`src/rtl/irq_dma_router_pkg.sv`:
```
package irq_dma_router_pkg;
  typedef enum logic {
    WR_SET_ONLY   = 1'b0,
    WR_READ_WRITE = 1'b1
  } wr_mode_e;

  localparam int unsigned NUM_TIMERS     = 4;
  localparam int unsigned CAUSES_PER_TMR = 2;
  localparam int unsigned DEF_NUM_CAUSES = NUM_TIMERS * CAUSES_PER_TMR;
endpackage

```
`src/rtl/route_bit.sv`:
```
module route_bit
  import irq_dma_router_pkg::*;
(
  input  logic     clk_i,
  input  logic     rst_ni,
  input  logic     wr_en_i,
  input  logic     wr_bit_i,
  input  wr_mode_e wr_mode_i,
  input  logic     hw_clr_i,
  output logic     q_o
);
  logic q_q;

  always_ff @(posedge clk_i or negedge rst_ni) begin
    if (!rst_ni) begin
      q_q <= 1'b0;
    end else if (hw_clr_i) begin
      q_q <= 1'b0;  // completion clear has priority over bus write
    end else if (wr_en_i) begin
      if (wr_mode_i == WR_READ_WRITE) q_q <= wr_bit_i;
      else                            q_q <= q_q | wr_bit_i;
    end
  end

  assign q_o = q_q;
endmodule

```
`src/rtl/req_gen.sv`:
```
module req_gen #(
  parameter int unsigned N = 8
) (
  input  logic         clk_i,
  input  logic         rst_ni,
  input  logic [N-1:0] cause_i,
  input  logic [N-1:0] route_i,
  input  logic [N-1:0] clr_i,
  output logic [N-1:0] dma_req_o,
  output logic [N-1:0] irq_req_o
);
  logic [N-1:0] dma_q, irq_q;

  always_ff @(posedge clk_i or negedge rst_ni) begin
    if (!rst_ni) begin
      dma_q <= '0;
      irq_q <= '0;
    end else begin
      dma_q <= cause_i & route_i;
      irq_q <= (cause_i & ~route_i) | clr_i;
    end
  end

  assign dma_req_o = dma_q;
  assign irq_req_o = irq_q;
endmodule

```
`src/rtl/irq_dma_router.sv`:
```
module irq_dma_router
  import irq_dma_router_pkg::*;
#(
  parameter int unsigned NUM_CAUSES = DEF_NUM_CAUSES
) (
  input  logic                  clk_i,
  input  logic                  rst_ni,
  input  logic                  wr_mode_i,
  input  logic                  wr_en_i,
  input  logic [NUM_CAUSES-1:0] wr_data_i,
  output logic [NUM_CAUSES-1:0] rd_data_o,
  input  logic [NUM_CAUSES-1:0] cause_i,
  input  logic [NUM_CAUSES-1:0] dma_done_i,
  input  logic                  dma_tc_i,
  input  logic                  dma_irq_en_i,
  output logic [NUM_CAUSES-1:0] dma_req_o,
  output logic [NUM_CAUSES-1:0] irq_req_o
);
  localparam int unsigned W = NUM_CAUSES;

  wr_mode_e     mode;
  logic [W-1:0] route;
  logic [W-1:0] hw_clr;
  logic         done_qual;

  assign mode      = wr_mode_e'(wr_mode_i);
  assign done_qual = dma_tc_i & dma_irq_en_i;
  assign hw_clr    = dma_done_i & {W{done_qual}};

  for (genvar i = 0; i < W; i++) begin : g_bit
    route_bit u_bit (
      .clk_i    (clk_i),
      .rst_ni   (rst_ni),
      .wr_en_i  (wr_en_i),
      .wr_bit_i (wr_data_i[i]),
      .wr_mode_i(mode),
      .hw_clr_i (hw_clr[i]),
      .q_o      (route[i])
    );
  end

  req_gen #(.N(W)) u_req (
    .clk_i    (clk_i),
    .rst_ni   (rst_ni),
    .cause_i  (cause_i),
    .route_i  (route),
    .clr_i    (hw_clr),
    .dma_req_o(dma_req_o),
    .irq_req_o(irq_req_o)
  );

  assign rd_data_o = route;
endmodule

```
`config.mk`:
```
export PLATFORM = sky130hd
export DESIGN_NAME = irq_dma_router
export DESIGN_NICKNAME = d
export VERILOG_FILES = /design/src/rtl/irq_dma_router_pkg.sv /design/src/rtl/route_bit.sv /design/src/rtl/req_gen.sv /design/src/rtl/irq_dma_router.sv
export SDC_FILE = /design/constraint.sdc
export NUM_CORES = 1
export LEC_CHECK = 0
export CORE_UTILIZATION = 38
export CTS_BUF_LIST = sky130_fd_sc_hd__clkbuf_16
export CTS_CLUSTER_SIZE = 14
export DETAILED_ROUTE_END_ITERATION = 10
export PLACE_DENSITY = 0.87
export SYNTH_ARGS = -nofsm -noshare
export SYNTH_HDL_FRONTEND = slang
export SYNTH_SLANG_ARGS = --single-unit
```
`constraint.sdc`:
```
create_clock -name clk_i -period 0.91 [get_ports clk_i]
set_input_delay 0.182 -clock clk_i [delete_from_list [all_inputs] [get_ports clk_i]]
set_output_delay 0.182 -clock clk_i [all_outputs]
set_load 0.1 [all_outputs]
```
* Yosys cells after proc, flatten, opt, wreduce, memory -nomap -nowiden *
Cells that the tools add are included.

word-level totals
  logic and storage cells = 56
  bits in registers = 24
  output and inout bits = 24

operators by class
  bitwise gates (word level) = 14
  multiplexer cells = 24
  reduce and logical (&&, ||, !) cells = 8

operators by type and width
  cell                number
  8-bit bitwise AND   3
  1-bit two-way mux   24
  2-bit nonzero test  8
  8-bit inverter      1
  1-bit OR            8
  8-bit OR            1
  1-bit bitwise AND   1

* Longest topological paths before layout *
Gate-level depths: netlist (run 1).

  depth in word-level cells = 4
  gate-level depth with buffers = 4
  depth with buffers taken out = 2

* Cells and area by module *
A second synthesis (run 1) with hierarchy kept.

second synthesis, totals
  cell total of the unflattened synthesis = 80
  area total of the unflattened synthesis = 978.4 um2

by module, submodules not included
  module          cells an instance  area an instance (um2)  sequential area each (um2)  times used
  req_gen         40                 548.0                   400.4                       1
  route_bit       4                  47.5                    25.0                        8
  irq_dma_router  8                  50.0                    0.0                         1

* Least setup slack after synthesis (run 1) *
Ideal clock, no wire load.

  kind = register -> output
  start point = register u_req.dma_q[0] (netlist: u_req.dma_req_o[0])
  end point = output port dma_req_o[0]
  required time = 0.728 ns
  setup slack = -0.155 ns
  arrival = 0.883 ns
  cell stages (with the launch flop) = 1
  buffers on the path = 0
  path through = dfrtp_1

RTL lines
  element                   RTL line              RTL
  start: declaration        req_gen.sv:12         logic [N-1:0] dma_q, irq_q;
  start signal: assignment  req_gen.sv:19         dma_q <= cause_i & route_i;
  end: declaration          irq_dma_router.sv:16  output logic [NUM_CAUSES-1:0] dma_req_o,

No word-level cell between the ends.

* Worst setup path after layout (run 1) *
  start point = register g_bit[6].u_bit.q_q
  end point = output port rd_data_o[6]

RTL lines
  element                   RTL line              RTL
  start: declaration        route_bit.sv:12       logic q_q;
  start signal: assignment  route_bit.sv:20       if (wr_mode_i == WR_READ_WRITE) q_q <= wr_bit_i;
  start signal: assignment  route_bit.sv:21       else q_q <= q_q | wr_bit_i;
  end: declaration          irq_dma_router.sv:11  output logic [NUM_CAUSES-1:0] rd_data_o,

No word-level cell between the ends.

==> flow_summary_export.csv, run 1 <==
group,metric,value,unit
sta,relSlewSlack,67.85,%
global_route,busiest_layer,"met2",
final_layout,num_antenna_cells,0,
global_route,grt_max_degree,25,
sta,timing.final.crit_share,117.2,%
global_route,grtUsageMet1,30.94,%
sta,slew_violations,0,
power_and_ir_drop,vdd_drop_max,0.001509,V
sta,clock_skew,0.002843,ns
final_layout,n_fill_cell,132,
clock_network,htreeDepth,1,
setup_path,start_kind,"flop",
global_route,grtUsageMet2,38.82,%
sta,setup_viol,32,
die,fp.dieW,54.31,um
setup_path,end_kind,"output pin",
setup_path,cp_max_fo,4,
routing,vias_per_cell,5.210,
sta,fmax,938.0,MHz
synth,synth_seq_cells,24,
clock_network,cts_buffer_depth,2,
global_route,antenna_found_initial,0,
setup_path,required,0.73,ns
global_route,overflow,0,
global_route,grt.total_usage,24.68,%
final_layout,seq_area,624.3,um2
die,num_io_pins,54,
outcome,status,"finished, violations left",
synth,ys_seq_area_share,57.76,%
outcome,violations,"setup timing",
sta,min_period,1.066,ns
routing,via_count,943,
final_layout,area_growth,97.71,%
setup_path,cp_cell_sequence,"buf_12",
setup_path,worst-path-buf-inv,1,
setup_path,worst_path_largest_cell_delay,0.45,ns
global_route,use_met3,6.944,%
min_path,hold_path.class,"in2async",
global_route,grt_pass1_wl,4899,um
clock_network,root_buffer,"clkbuf_16",
final_layout,nNetsFinal,182,
sta,rsz0062_at_grt,"true",
synth,syn_inst,93,
synth,synth_cell_type_count,14,
global_route,grt_pass1_vias,956,
synth,syn_avg_cell_area,11.18,um2
final_layout,fin_cells,181,
setup_path,arrival,0.88,ns
power_and_ir_drop,totalPowerFinal,4.123,mW
synth,ys_warn_count,0,
place,gp_congestion,0.6730,
place,port_buffers,53,
run,cap_violations,0,
die,dieArea,2950,um2
synth,synth_fp_nets,123,
routing,drc,0,
final_layout,multi_input_area,364.1,um2
place,placed_area,1832,um2
die,row_count,18,
setup_path,critical-path-top-delay-family,"flip-flops",
place,dp_slack,-0.3411,ns
clock_network,clkLatencyLatePin,0.25,ns
routing,dr.pass1.iters,5,
clock_network,clk_pin_slew,0.06,ns
die,core,2522,um2
routing,wl,3379,um
clock_network,cts.sink_count,24,
synth,syn_area,1040,um2
clock_network,numCtsBuffers,3,
sta,hold_slack,0.2774,ns
place,dpl.cell_count,170,
setup_path,crit_type,"reg2out",
sta,tightest_slew,0.4823,ns
die,die_y,54.31,um
sta,layout_setup_ws,-0.1561,ns
routing,wl_per_cell,18.67,um
die,start_util,41.22,%
final_layout,final_area,2056,um2
clock_network,cts_tree,"yes",
power_and_ir_drop,power_density,2006,nW/um2
power_and_ir_drop,p_leak,0.9261,nW
setup_path,cp_slowest_cell,"dfrtp_2",
final_layout,drive_gt1_share,49.67,%
place,dp_hpwl,2007,um
routing,ant_nets,0,
sta,hold_viol_final,0,
routing,first_iter_violations,16,
[synth_stat cells (all sizes together)]
cell    number  area, um2
dfrtp       24      600.6
nand2        8      30.03
nand3        8      40.04
a21boi       8      67.56
and2         8      50.05
o21ai        8      40.04
a21bo        8      80.08
buf         13      101.3
inv          8      30.03
[final timing paths]
path	endpoint	startpoint	cells after the start	slack (ns)
max	rd_data_o[6]	g_bit[6].u_bit.q_o	1	-0.16
min	u_req.irq_req_o[6]	rst_ni	2	0.28
max in group asynchronous	u_req.dma_req_o[4]	rst_ni	2	0.47
max reg2reg	g_bit[3].u_bit.q_o	g_bit[3].u_bit.q_o	3	-0.07
min in group clk_i	g_bit[5].u_bit.q_o	wr_data_i[5]	3	0.49
min reg2reg	u_req.irq_req_o[2]	g_bit[2].u_bit.q_o	1	0.52
[cell type report]
| class | count | share of cell area, % |
|---|---|---|
| repair buffers | 67 | 44.80 |
| flip-flops and latches | 24 | 30.37 |
| multi-input cells | 48 | 17.71 |
| clock buffers | 3 | 3.652 |
| well taps | 30 | 1.826 |
| inverters | 8 | 1.461 |
| clock inverters | 1 | 0.1826 |
[sequential cells by signal, indices dropped and copies added (netlist names)]
name	cells
g_bit.u_bit.q_o	8
u_req.dma_req_o	8
u_req.irq_req_o	8
[stage by stage]
stage	util [%]	setup TNS [ns]
final	81.50	-3.154
after global routing	81.50	-3.877
after CTS	79.17	-2.923
after detailed placement	72.62	-3.975
after global placement	72.62	-3.484
after floorplan	-	0
[worst reg2reg max path: stages (launching register included)]
cell	delay (ns)
dfrtp_2	0.40
buf_6	0.11
a21bo_4	0.23
a21boi_2	0.16
[repair_timing]
item                       CTS  global route
pin swaps                    2             5
setup endpoints to repair   32            33
hold buffers                 0             0
hold endpoints to repair     0             0
gates resized for setup     16            15
setup buffers                6             2
[power breakdown]
group          internal [mW]  total, mW  switching [mW]
clock network          0.587      0.950           0.364
logic                  0.760       1.85            1.09
registers               1.19       1.32           0.127
[layout by cell type, fill, tap and decap left out, drive strengths merged]
master | Yosys | routed
dlygate4sd2 | 0 | 4
clkbuf | 0 | 3
a21boi | 8 | 8
o21ai | 8 | 8
dfrtp | 24 | 24
and2 | 8 | 8
clkdlybuf4s50 | 0 | 25
inv | 8 | 9
nand2 | 8 | 8
nand3 | 8 | 8
buf | 13 | 38
a21bo | 8 | 8
[per-layer routing]
metal | vias up | wire length [um]
met2 | 42 | 1654
met1 | 481 | 1409
li1 | 414 | -
met4 | 0 | 66
met3 | 6 | 248
met5 | - | 0
[logic make-up (layout without fill, tap and decap cells)]
kind of cell	count (synthesis)	in the layout	synth area share [%]
AO/OA/AOI/OAI	24	24	18.05
buffers and inverters	21	79	12.63
flip-flops	24	24	57.76
AND/OR/NAND/NOR	24	24	11.55
No activity file was read; power rests on OpenSTA's default activity.
==> inputs of run 2 (changes only) <==
Settings changed: SKIP_LAST_GASP set to 1.
==> flow_summary_export.csv, run 2 (synthesis gave the netlist of run 1 again) <==
group,metric,value,unit
setup_path,crit_type,"reg2out",
setup_path,cp_cell_sequence,"buf_12",
final_layout,area_growth,97.35,%
sta,tightest_slew,0.4725,ns
clock_network,root_buffer,"clkbuf_16",
setup_path,cp_slowest_cell,"dfrtp_1",
setup_path,worst_path_largest_cell_delay,0.42,ns
power_and_ir_drop,p_leak,0.9235,nW
power_and_ir_drop,switching_share,38.46,%
global_route,grt_pass1_wl,4974,um
die,num_io_pins,54,
sta,hold_viol_final,0,
setup_path,critical-path-top-delay-family,"flip-flops",
clock_network,numCtsBuffers,3,
global_route,grt_max_degree,25,
final_layout,fin_util,81.35,%
clock_network,htreeDepth,1,
final_layout,final_cell_mix,"25 x clkdlybuf4s50_1, 25 x buf_12, 19 x dfrtp_2",
setup_path,worst-path-buf-inv,1,
sta,fmax,941.1,MHz
power_and_ir_drop,power_density,2013,nW/um2
global_route,antenna_found_initial,0,
setup_path,arrival,0.88,ns
die,core,2522,um2
routing,first_iter_violations,26,
power_and_ir_drop,p_clk_share,23.2,%
die,fp.dieW,54.31,um
clock_network,clkLatencyLatePin,0.26,ns
run,cap_violations,0,
final_layout,drive_gt1_share,49.67,%
place,gp_congestion,0.6730,
die,dieArea,2950,um2
clock_network,cts_buffer_depth,2,
place,placed_area,1832,um2
clock_network,cts_tree,"yes",
sta,clock_skew,0.002742,ns
place,port_buffers,53,
setup_path,rrSetupSlack,-0.07,ns
outcome,violations,"setup timing",
routing,drc,0,
final_layout,final_area,2052,um2
clock_network,cts.sink_count,24,
setup_path,cp_max_fo,2,
die,row_count,18,
routing,ant_nets,0,
die,start_util,41.22,%
global_route,overflow,0,
routing,vias_per_cell,5.282,
power_and_ir_drop,seq_power_share,31.9,%
place,dp_slack,-0.3411,ns
sta,relSlewSlack,68.50,%
sta,rsz0062_at_grt,"true",
power_and_ir_drop,internal-power,2.542,mW
power_and_ir_drop,p_comb_share,44.9,%
sta,layout_setup_ws,-0.1526,ns
setup_path,required,0.73,ns
outcome,status,"finished, violations left",
final_layout,nNetsFinal,182,
routing,dr.pass1.iters,4,
power_and_ir_drop,power.switching,1.588,mW
sta,setup_viol,31,
min_path,hold_path.class,"in2async",
global_route,grt_pass1_vias,953,
setup_path,start_kind,"flop",
routing,wl_per_cell,19.06,um
sta,slew_violations,0,
final_layout,num_antenna_cells,0,
power_and_ir_drop,vdd_drop_max,0.001526,V
sta,timing.final.crit_share,116.8,%
place,dp_hpwl,2007,um
power_and_ir_drop,totalPowerFinal,4.130,mW
routing,wl,3449,um
die,die_y,54.31,um
clock_network,clk_pin_slew,0.06,ns
sta,min_period,1.063,ns
routing,via_count,956,
global_route,grt.total_usage,25.28,%
setup_path,end_kind,"output pin",
==> run 2: cell counts in the layout (fill, tap and decap cells not counted) <==
No cell type changed its count.
==> run 2: worst paths after layout <==
kind	startpoint	end	depth (start not counted)
worst max-delay path	g_bit[7].u_bit.q_o	rd_data_o[7]	1
worst min-delay path	rst_ni	u_req.irq_req_o[6]	2
min in group clk_i	wr_data_i[5]	g_bit[5].u_bit.q_o	3
worst max register to register	g_bit[7].u_bit.q_o	g_bit[7].u_bit.q_o	3
worst min register to register	g_bit[2].u_bit.q_o	u_req.irq_req_o[2]	1
max in group asynchronous	rst_ni	u_req.dma_req_o[4]	2
==> run 2: power by group through the flow <==
stage	logic, mW	clock network, mW	registers [mW]
after floorplan	0.566	0	1.76
after global placement	1.65	0	1.33
after detailed placement	1.68	0	1.33
after CTS	1.77	0.944	1.31
after global routing	1.91	1.02	1.33
final	1.85	0.957	1.32
==> run 2: cell type report <==
cell class	count	area (um2)
clock buffer	3	75.07
clock inverter	1	3.754
fill	130	470.5
inverter	8	30.03
multi-input combinational	48	360.3
sequential	24	624.3
tap	30	37.54
timing repair buffer	67	920.9
==> run 2: timing repair <==
item / CTS / global route
hold buffers: 0 / 0
pin swaps: 2 / 5
setup buffers: 6 / 2
resized for setup: 14 / 16
endpoints found under the setup margin: 32 / 33
==> run 2: routing by layer <==
layer  wire length (um)  vias to the layer above  part of all wire (%)  global-route usage (%)
li1                   -                      415                     -                       -
met1               1421                      485                    41                   31.30
met2               1736                       50                    50                   41.87
met3                248                        6                   7.2                   6.667
met4                 43                        0                   1.2                   9.402
met5                  0                        -                     0                       0
==> run 2: stage by stage <==
step / setup TNS [ns] / hold WS (ns) / cells
final: -3.181 / 0.2755 / 181
after global routing: -3.790 / 0.2927 / 181
after CTS: -2.952 / 0.2791 / 180
after detailed placement: -3.975 / 0.5481 / 170
after global placement: -3.484 / 0.5357 / 170
after floorplan: 0 / -0.1136 / 93
==> inputs of run 3 (changes only) <==
Settings changed: REMOVE_ABC_BUFFERS set to 1.
==> flow_summary_export.csv, run 3 (synthesis gave the netlist of run 1 again) <==
group,metric,value,unit
die,num_io_pins,54,
setup_path,crit_type,"reg2out",
min_path,hold_path.class,"in2async",
sta,min_period,1.057,ns
final_layout,multi_input_area,329.1,um2
power_and_ir_drop,vdd_drop_max,0.001590,V
final_layout,drive_gt1_share,36.84,%
final_layout,area_growth,94.10,%
routing,dr.pass1.iters,4,
clock_network,clkLatencyLatePin,0.25,ns
clock_network,hold_buffers,0,
die,core,2522,um2
setup_path,cp_max_fo,2,
outcome,violations,"setup timing",
sta,slew_violations,0,
final_layout,num_antenna_cells,0,
run,cap_violations,0,
global_route,overflow,0,
routing,wl,2559,um
clock_network,cts_tree,"yes",
routing,wl_per_cell,14.06,um
place,port_buffers,53,
sta,hold_slack,0.2802,ns
place,dp_hpwl,1864,um
sta,setup_viol,29,
final_layout,fin_util,80.01,%
die,row_count,18,
setup_path,required,0.73,ns
power_and_ir_drop,p_leak,0.9599,nW
final_layout,final_cell_mix,"25 x clkdlybuf4s50_1, 25 x buf_12, 22 x dfrtp_1",
routing,via_count,862,
global_route,grt_pass1_vias,842,
clock_network,numCtsBuffers,3,
final_layout,final_area,2018,um2
die,start_util,41.22,%
setup_path,cp_slowest_cell,"dfrtp_1",
place,dpl.cell_count,171,
power_and_ir_drop,power_density,1989,nW/um2
setup_path,critical-path-top-delay-family,"flip-flops",
final_layout,seq_area,603.1,um2
sta,clock_skew,0.002027,ns
routing,first_iter_violations,10,
sta,timing.final.crit_share,116.1,%
clock_network,htreeDepth,1,
routing,drc,0,
sta,tns,-2.698,ns
setup_path,end_kind,"output pin",
sta,relSlewSlack,88.03,%
die,die_y,54.31,um
setup_path,cp_cell_sequence,"buf_12",
clock_network,root_buffer,"clkbuf_16",
outcome,status,"finished, violations left",
global_route,grt.total_usage,18.55,%
setup_path,start_kind,"flop",
sta,rsz0062_at_grt,"true",
clock_network,clk_pin_slew,0.06,ns
final_layout,nNetsFinal,183,
die,fp.dieW,54.31,um
sta,fmax,946.1,MHz
place,placed_area,1819,um2
global_route,grt_pass1_wl,3808,um
setup_path,worst-path-buf-inv,1,
sta,tightest_slew,0.1777,ns
global_route,grt_max_degree,25,
place,gp_congestion,0.6751,
final_layout,n_fill_cell,154,
final_layout,fin_cells,182,
die,dieArea,2950,um2
clock_network,cts_buffer_depth,2,
routing,vias_per_cell,4.736,
setup_path,worst_path_largest_cell_delay,0.42,ns
sta,layout_setup_ws,-0.1469,ns
routing,ant_nets,0,
clock_network,cts.sink_count,24,
global_route,antenna_found_initial,0,
sta,hold_viol_final,0,
setup_path,arrival,0.87,ns
==> run 3: cell count changes in the layout (fill, tap and decap cells not counted), moves of 3 or more <==
cell	delta
dfrtp_1	+17
dfrtp_2	-17
a21bo_4	-4
a21bo_2	+3
dlygate4sd2_1	-3
dlymetal6s2s_1	+3
==> run 3: worst paths after layout <==
path	depth (start not counted)	from	endpoint	slack (ns)
hold / removal	2	rst_ni	g_bit[2].u_bit.q_o	0.28
hold reg to reg	1	g_bit[0].u_bit.q_o	u_req.irq_req_o[0]	0.53
setup reg to reg	3	g_bit[5].u_bit.q_o	g_bit[5].u_bit.q_o	-0.05
min in group clk_i	4	wr_mode_i	g_bit[6].u_bit.q_o	0.37
max in group asynchronous	2	rst_ni	g_bit[0].u_bit.q_o	0.47
setup / recovery	1	g_bit[5].u_bit.q_o	rd_data_o[5]	-0.15
==> run 3: area by class of cell <==
class / instances / area share, %
Sequential cell: 24 / 29.88
Clock buffer: 3 / 3.720
Tap cell: 30 / 1.860
Clock inverter: 1 / 0.1860
Multi-Input combinational cell: 48 / 16.31
Timing Repair Buffer: 68 / 46.56
Inverter: 8 / 1.488
==> run 3: metrics by stage <==
stage          setup WS (ns)  power, mW
6_report             -0.1469      4.014
5_1_grt              -0.1710      4.162
4_1_cts              -0.1581      3.975
3_5_place_dp         -0.2860      2.992
3_3_place_gp         -0.2294      2.968
2_1_floorplan        -0.4761      2.207
==> run 3: layer usage <==
| metal | GRT usage [%] | up-vias | wire, um |
|---|---|---|---|
| met5 | 0 | - | 0 |
| met4 | 6.410 | 0 | 0 |
| met3 | 2.222 | 0 | 137 |
| met2 | 34.35 | 32 | 1409 |
| met1 | 21.81 | 418 | 1012 |
| li1 | - | 412 | - |
==> run 3: what timing repair did <==
item | CTS | global route
pin swaps | 0 | 1
resized for setup | 9 | 12
setup endpoints to repair | 30 | 31
setup buffers | 5 | 2
==> run 3: where the power goes <==
part	leakage (nW)	switching [mW]	total (mW)	internal [mW]
Clock	0.0385	0.344	0.930	0.586
Combinational	0.625	1.05	1.78	0.735
Sequential	0.297	0.120	1.30	1.18
